--- config.mk ---
export PLATFORM = sky130hd
export DESIGN_NAME = fifo_irq_collector
export DESIGN_NICKNAME = d
export VERILOG_FILES = /design/src/rtl/fifo_irq_pkg.sv /design/src/rtl/irq_group_latch.sv /design/src/rtl/irq_summary.sv /design/src/rtl/irq_reg_port.sv /design/src/rtl/fifo_irq_collector.sv
export SDC_FILE = /design/constraint.sdc
export NUM_CORES = 1
export LEC_CHECK = 0
export BUFFER_PORTS_ARGS = -buffer_cell sky130_fd_sc_hd__buf_2
export CORE_ASPECT_RATIO = 0.6
export CORE_UTILIZATION = 50
export CTS_BUF_LIST = sky130_fd_sc_hd__clkbuf_2
export DETAILED_ROUTE_END_ITERATION = 10
export HOLD_SLACK_MARGIN = 0.03
export PLACE_DENSITY = 0.8
export SYNTH_ARGS = -nofsm -noshare
export SYNTH_HDL_FRONTEND = slang
export SYNTH_SLANG_ARGS = --single-unit
--- constraint.sdc ---
create_clock -name clk -period 2.1 [get_ports clk]
set_input_delay 0.315 -clock clk [delete_from_list [all_inputs] [get_ports clk]]
set_output_delay 0.315 -clock clk [all_outputs]
set_load 0.05 [all_outputs]
--- src/rtl/fifo_irq_pkg.sv ---
package fifo_irq_pkg;

    localparam int NUM_GROUPS     = 8;
    localparam int CH_PER_GROUP   = 4;
    localparam int SRC_PER_GROUP  = 2 * CH_PER_GROUP;
    localparam int NUM_CHANNELS   = NUM_GROUPS * CH_PER_GROUP;
    localparam int ADDR_W         = 8;
    localparam int DATA_W         = SRC_PER_GROUP;
    localparam int GRP_IDX_W      = $clog2(NUM_GROUPS);

    localparam logic [ADDR_W-1:0] SUMMARY_ADDR = 8'h10;
    localparam logic [ADDR_W-1:0] GROUP_BASE   = 8'h20;

    typedef enum logic [1:0] {
        SEL_NONE    = 2'd0,
        SEL_SUMMARY = 2'd1,
        SEL_GROUP   = 2'd2
    } sel_kind_e;

    typedef struct packed {
        sel_kind_e              kind;
        logic [GRP_IDX_W-1:0]   grp;
    } rd_sel_t;

    typedef logic [SRC_PER_GROUP-1:0] grp_bits_t;

    function automatic rd_sel_t decode_addr(input logic [ADDR_W-1:0] a);
        rd_sel_t s;
        logic [ADDR_W-1:0] off;
        s.kind = SEL_NONE;
        s.grp  = '0;
        off    = a - GROUP_BASE;
        if (a == SUMMARY_ADDR) begin
            s.kind = SEL_SUMMARY;
        end else if (a >= GROUP_BASE && off < ADDR_W'(NUM_GROUPS)) begin
            s.kind = SEL_GROUP;
            s.grp  = off[GRP_IDX_W-1:0];
        end
        return s;
    endfunction

endpackage

--- src/rtl/irq_group_latch.sv ---
module irq_group_latch
    import fifo_irq_pkg::*;
#(
    parameter int CH = CH_PER_GROUP,
    localparam int SRC = 2 * CH
) (
    input  logic           clk,
    input  logic           rst,
    input  logic [CH-1:0]  tx_evt,
    input  logic [CH-1:0]  rx_evt,
    input  logic           clr,
    output logic [SRC-1:0] bits
);

    logic [SRC-1:0] evt_vec;
    logic [SRC-1:0] bits_q;

    // Interleave directions: even bit transmit, odd bit receive.
    for (genvar k = 0; k < CH; k++) begin : g_pack
        assign evt_vec[2*k]   = tx_evt[k];
        assign evt_vec[2*k+1] = rx_evt[k];
    end

    // New events override the read-clear in the same cycle.
    always_ff @(posedge clk) begin
        if (rst) begin
            bits_q <= '0;
        end else if (clr) begin
            bits_q <= evt_vec;
        end else begin
            bits_q <= bits_q | evt_vec;
        end
    end

    assign bits = bits_q;

    for (genvar i = 0; i < SRC; i++) begin : g_chk
        // an event always leaves its bit set
        a_r2_event_sets : assert property (@(posedge clk) disable iff (rst)
            evt_vec[i] |=> bits_q[i]);
        // set bits persist until cleared
        a_r3_sticky : assert property (@(posedge clk) disable iff (rst)
            (bits_q[i] && !clr) |=> bits_q[i]);
        // a clear without a fresh event empties the bit
        a_r4_clear : assert property (@(posedge clk) disable iff (rst)
            (clr && !evt_vec[i]) |=> !bits_q[i]);
    end

endmodule

--- src/rtl/irq_summary.sv ---
module irq_summary
    import fifo_irq_pkg::*;
#(
    parameter int GROUPS = NUM_GROUPS,
    parameter int SRC    = SRC_PER_GROUP
) (
    input  logic                       clk,
    input  logic                       rst,
    input  logic [GROUPS-1:0][SRC-1:0] grp_bits,
    input  logic                       irq_en,
    output logic [GROUPS-1:0]          summary,
    output logic                       irq_out
);

    for (genvar n = 0; n < GROUPS; n++) begin : g_or
        assign summary[n] = |grp_bits[n];
    end

    assign irq_out = irq_en & (|summary);

    // the enable gates the combined line
    a_r8_gate : assert property (@(posedge clk) disable iff (rst)
        !irq_en |-> !irq_out);
    // the combined line needs a pending group
    a_r6_pending : assert property (@(posedge clk) disable iff (rst)
        irq_out |-> (summary != '0));

endmodule

--- src/rtl/irq_reg_port.sv ---
module irq_reg_port
    import fifo_irq_pkg::*;
#(
    parameter int GROUPS = NUM_GROUPS,
    parameter int SRC    = SRC_PER_GROUP
) (
    input  logic                       clk,
    input  logic                       rst,
    input  logic                       rd_stb,
    input  logic [ADDR_W-1:0]          rd_addr,
    input  logic [GROUPS-1:0][SRC-1:0] grp_bits,
    input  logic [GROUPS-1:0]          summary,
    output logic [GROUPS-1:0]          clr_vec,
    output logic [DATA_W-1:0]          rd_data
);

    rd_sel_t           sel;
    logic [DATA_W-1:0] rd_next;
    logic [DATA_W-1:0] rd_q;

    assign sel = decode_addr(rd_addr);

    always_comb begin
        rd_next = '0;
        unique case (sel.kind)
            SEL_SUMMARY: rd_next = DATA_W'(summary);
            SEL_GROUP:   rd_next = DATA_W'(grp_bits[sel.grp]);
            default:     rd_next = '0;
        endcase
    end

    for (genvar n = 0; n < GROUPS; n++) begin : g_clr
        assign clr_vec[n] = rd_stb && (sel.kind == SEL_GROUP)
                            && (sel.grp == GRP_IDX_W'(n));
    end

    always_ff @(posedge clk) begin
        if (rst) begin
            rd_q <= '0;
        end else if (rd_stb) begin
            rd_q <= rd_next;
        end
    end

    assign rd_data = rd_q;

    // at most one group cleared per read
    a_r10_one_clear : assert property (@(posedge clk) disable iff (rst)
        $onehot0(clr_vec));
    // unmapped reads return zero
    a_r9_unmapped_zero : assert property (@(posedge clk) disable iff (rst)
        (rd_stb && sel.kind == SEL_NONE) |=> (rd_q == '0));
    // unmapped reads clear nothing
    a_r9_unmapped_noclr : assert property (@(posedge clk) disable iff (rst)
        (rd_stb && sel.kind == SEL_NONE) |-> (clr_vec == '0));

endmodule

--- src/rtl/fifo_irq_collector.sv ---
module fifo_irq_collector
    import fifo_irq_pkg::*;
(
    input  logic                    clk,
    input  logic                    rst,
    input  logic [NUM_CHANNELS-1:0] tx_evt,
    input  logic [NUM_CHANNELS-1:0] rx_evt,
    input  logic                    irq_en,
    input  logic                    rd_stb,
    input  logic [ADDR_W-1:0]       rd_addr,
    output logic [DATA_W-1:0]       rd_data,
    output logic                    irq_out
);

    logic [NUM_GROUPS-1:0][SRC_PER_GROUP-1:0] grp_bits;
    logic [NUM_GROUPS-1:0]                    summary;
    logic [NUM_GROUPS-1:0]                    clr_vec;

    for (genvar n = 0; n < NUM_GROUPS; n++) begin : g_grp
        irq_group_latch #(.CH(CH_PER_GROUP)) u_latch (
            .clk    (clk),
            .rst    (rst),
            .tx_evt (tx_evt[n*CH_PER_GROUP +: CH_PER_GROUP]),
            .rx_evt (rx_evt[n*CH_PER_GROUP +: CH_PER_GROUP]),
            .clr    (clr_vec[n]),
            .bits   (grp_bits[n])
        );
    end

    irq_summary #(.GROUPS(NUM_GROUPS), .SRC(SRC_PER_GROUP)) u_summary (
        .clk      (clk),
        .rst      (rst),
        .grp_bits (grp_bits),
        .irq_en   (irq_en),
        .summary  (summary),
        .irq_out  (irq_out)
    );

    irq_reg_port #(.GROUPS(NUM_GROUPS), .SRC(SRC_PER_GROUP)) u_port (
        .clk      (clk),
        .rst      (rst),
        .rd_stb   (rd_stb),
        .rd_addr  (rd_addr),
        .grp_bits (grp_bits),
        .summary  (summary),
        .clr_vec  (clr_vec),
        .rd_data  (rd_data)
    );

    // reset empties all state
    a_r1_reset : assert property (@(posedge clk)
        rst |=> (summary == '0 && rd_data == '0 && !irq_out));
    // reading the summary never drops a pending group
    a_r7_no_side_effect : assert property (@(posedge clk) disable iff (rst)
        (rd_stb && rd_addr == SUMMARY_ADDR)
            |=> ((summary & $past(summary)) == $past(summary)));

endmodule

==> reports/results.txt <==
status -> complete, but fails checks
failing checks -> setup timing
PwrDens -> 678 mW/mm2
pin count of the biggest net entering global routing -> 31
DRT Pass-1 Iters -> 7
TritonCTS Sinks -> 72
cell at the slowest stage of the critical path -> dfxtp_2
Post-synth EDFFs -> 0
design area -> 0.00461 mm2
vias in the first global route -> 3086
Tmin final -> 2.36 ns
ys async rst share -> 0%
drt drc -> 0
Max Cap Viol -> 0
count leader, synth -> dfxtp_1
H-tree depth -> 3
cts bufs inserted -> 9
Final Hold Fails -> 0
Clock Tree Buf Depth -> 2
top cell type's share of synthesized area -> 46.0%
Synth cell types -> 38
Yosys top cell by area -> dfxtp_1
worst-path cell chain -> nor4_1 > nand2_1 > nor4_2 > a21boi_1 > buf_4
slowest stage delay, CP -> 0.36 ns
antenna violations before repair -> 0
Power Total -> 0.00313 W
met2 Use GR -> 51.6%
Reg2Reg Depth -> 5
Worst Path Required -> 1.78 ns
CP startpoint kind -> flip-flop
crit path DAT -> 2.05 ns
Hold Crit Depth -> 3
Avg WL per Cell -> 18.2 um
Max IR drop VDD -> 0.503 mV
main area contributors after synthesis -> dfxtp_1, a21oi_1, nor2_1
WP buf/inv -> 1
worst skew pair latency -> 0.55 ns
critical path peak fanout -> 2
setup slack after layout -> -0.264 ns
reg2reg setup slack -> 0.52 ns
Worst path depth -> 5
Mapped Cells -> 325
initial core utilization -> 53.9%
grt ovf -> 0
Slew @ Worst Pin -> 0.523 ns
Commonest cells post-synth -> dfxtp_1, nor2_1, a21oi_1, mux2i_1, nor4_1
GR met3 Demand/Resource -> 12.5%
Pleak -> 1.96 nW
syn nets -> 402
Avg Cell Area, Syn -> 9.64 um2
GRT busiest layer -> met2
total number of vias -> 3367
CTS clk-pin slew, worst paths -> 0.18 ns
Post-Route WL -> 10300 um
antenna cells -> 0
number of synthesized register bits -> 72
CTS tree -> yes
port buffer count -> 84
first-pass GRT wire length -> 15900 um
die area -> 0.00659 mm2
crit share post-route -> 113%
hpwl dp -> 6560 um
DP Area -> 0.00360 mm2
met1 Track Usage GR -> 39.8%
cell row count -> 21
CTS Root Cell -> clkbuf_2
register area share after synthesis -> 46.0%
layout cells sized above 1 -> 35.1%
number of DRC markers in iteration 0 -> 416
die width -> 104 um
final slew viol count -> 0
die height -> 63.3 um
Yosys warnings -> 0
dominant delay contributor by cell family on the critical path -> simple AND/OR/NAND/NOR gates
RSZ-0062 raised after global routing -> yes
Final Skew -> 0.0200 ns
floorplan core area -> 0.00581 mm2
Worst Setup Path Type -> flip-flop to primary output
Primary FF master, synth -> dfxtp_1
Syn-to-layout area delta -> 47.3%
DRT antenna net count -> 0
Setup WS pre-CTS -> 0.218 ns
Cell Area, Synth -> 0.00313 mm2
Tot GR Track Use -> 31.9%
gpl congestion -> 0.888
Via density -> 5.96
final setup vio count -> 1
Max Freq -> 0.423 GHz
relative slew slack -> 64.9%
Hold WC Path Type -> input port to flip-flop
IO Count -> 85
CP endpoint kind -> primary output
Final nets -> 558
## cells by family (layout without fill, tap and decap cells)
family / Yosys count / in the layout / synth area share (%)
fa+ha+maj: 1 / 1 / 0.399
flops: 72 / 72 / 46.0
xor+xnor: 1 / 1 / 0.520
simple gates: 109 / 109 / 16.7
compound gates: 91 / 91 / 20.4
buf+inv: 22 / 182 / 4.23
mux: 29 / 29 / 11.8
## layout make-up
type | instances | area, um2
multi-input cells | 231 | 1700
well taps | 80 | 100
clock buffers | 11 | 55.1
clock inverters | 4 | 93.8
fillers | 365 | 1190
repair buffers | 163 | 1180
flip-flops and latches | 72 | 1480
inverters | 4 | 15.0
## power by group
part | total [W] | switching (W) | internal, W
clock | 0.000980 | 0.000466 | 0.000514
combinational | 0.000558 | 0.000250 | 0.000308
sequential | 0.00159 | 0.000119 | 0.00147
total | 0.00313 | 0.000835 | 0.00229
## timing repair
action	in CTS	in global routing
setup buffers	4	2
endpoints found under the hold margin	64	0
setup endpoints to repair	1	1
pin swaps	9	9
hold buffers	64	0
cloned	0	0
gates resized for setup	20	26
## registers in the layout (all words and copies together) (netlist names)
| signal | cells |
|---|---|
| g_grp.u_latch.bits | 64 |
| u_port.rd_data | 8 |
## tightest hold or removal path, stage by stage
cell and delay [ns]:
buf_2 0.11, buf_4 0.22, a211oi_1 0.09
## layout by cell type, fill, tap and decap left out, types with 9 or more instances in the layout
| cell type | synthesis | layout |
|---|---|---|
| nor4_2 | 0 | 10 |
| a21oi_1 | 48 | 48 |
| nand2_1 | 14 | 13 |
| buf_4 | 2 | 16 |
| mux2i_1 | 20 | 20 |
| dfxtp_1 | 72 | 53 |
| a22o_1 | 9 | 9 |
| a22oi_1 | 10 | 10 |
| nor2_1 | 59 | 59 |
| buf_2 | 4 | 83 |
| dlygate4sd3_1 | 0 | 64 |
| dfxtp_2 | 0 | 15 |
| clkbuf_2 | 0 | 11 |
## worst paths after layout
| kind | start | to |
|---|---|---|
| worst min-delay path | rd_stb | u_port.rd_data[5]$_SDFFE_PP0P_ |
| worst max register to register | g_grp[6].u_latch.bits[1]$_SDFF_PP0_ | u_port.rd_data[1]$_SDFFE_PP0P_ |
| worst min register to register | u_port.rd_data[5]$_SDFFE_PP0P_ | u_port.rd_data[5]$_SDFFE_PP0P_ |
| worst max-delay path | g_grp[5].u_latch.bits[0]$_SDFF_PP0_ | irq_out |
## routing by layer
layer / vias to the layer above / routed length, um
li1: 1527 / -
met1: 1567 / 4230
met3: 37 / 1100
met2: 236 / 4700
met5: - / 0
met4: 0 / 251
## metrics by stage
stage / hold slack [ns] / TNS (ns) / util (%) / std cells
6_report: 0.213 / -0.264 / 79.4 / 565
5_1_grt: 0.172 / -0.368 / 79.4 / 565
4_1_cts: 0.187 / -0.161 / 77.3 / 563
3_5_place_dp: 0.484 / 0 / 62.0 / 480
3_3_place_gp: 0.473 / 0 / 62.0 / 480
2_1_floorplan: 0.432 / 0 / - / 325
Note: power is estimated with default switching activity, not from simulation.
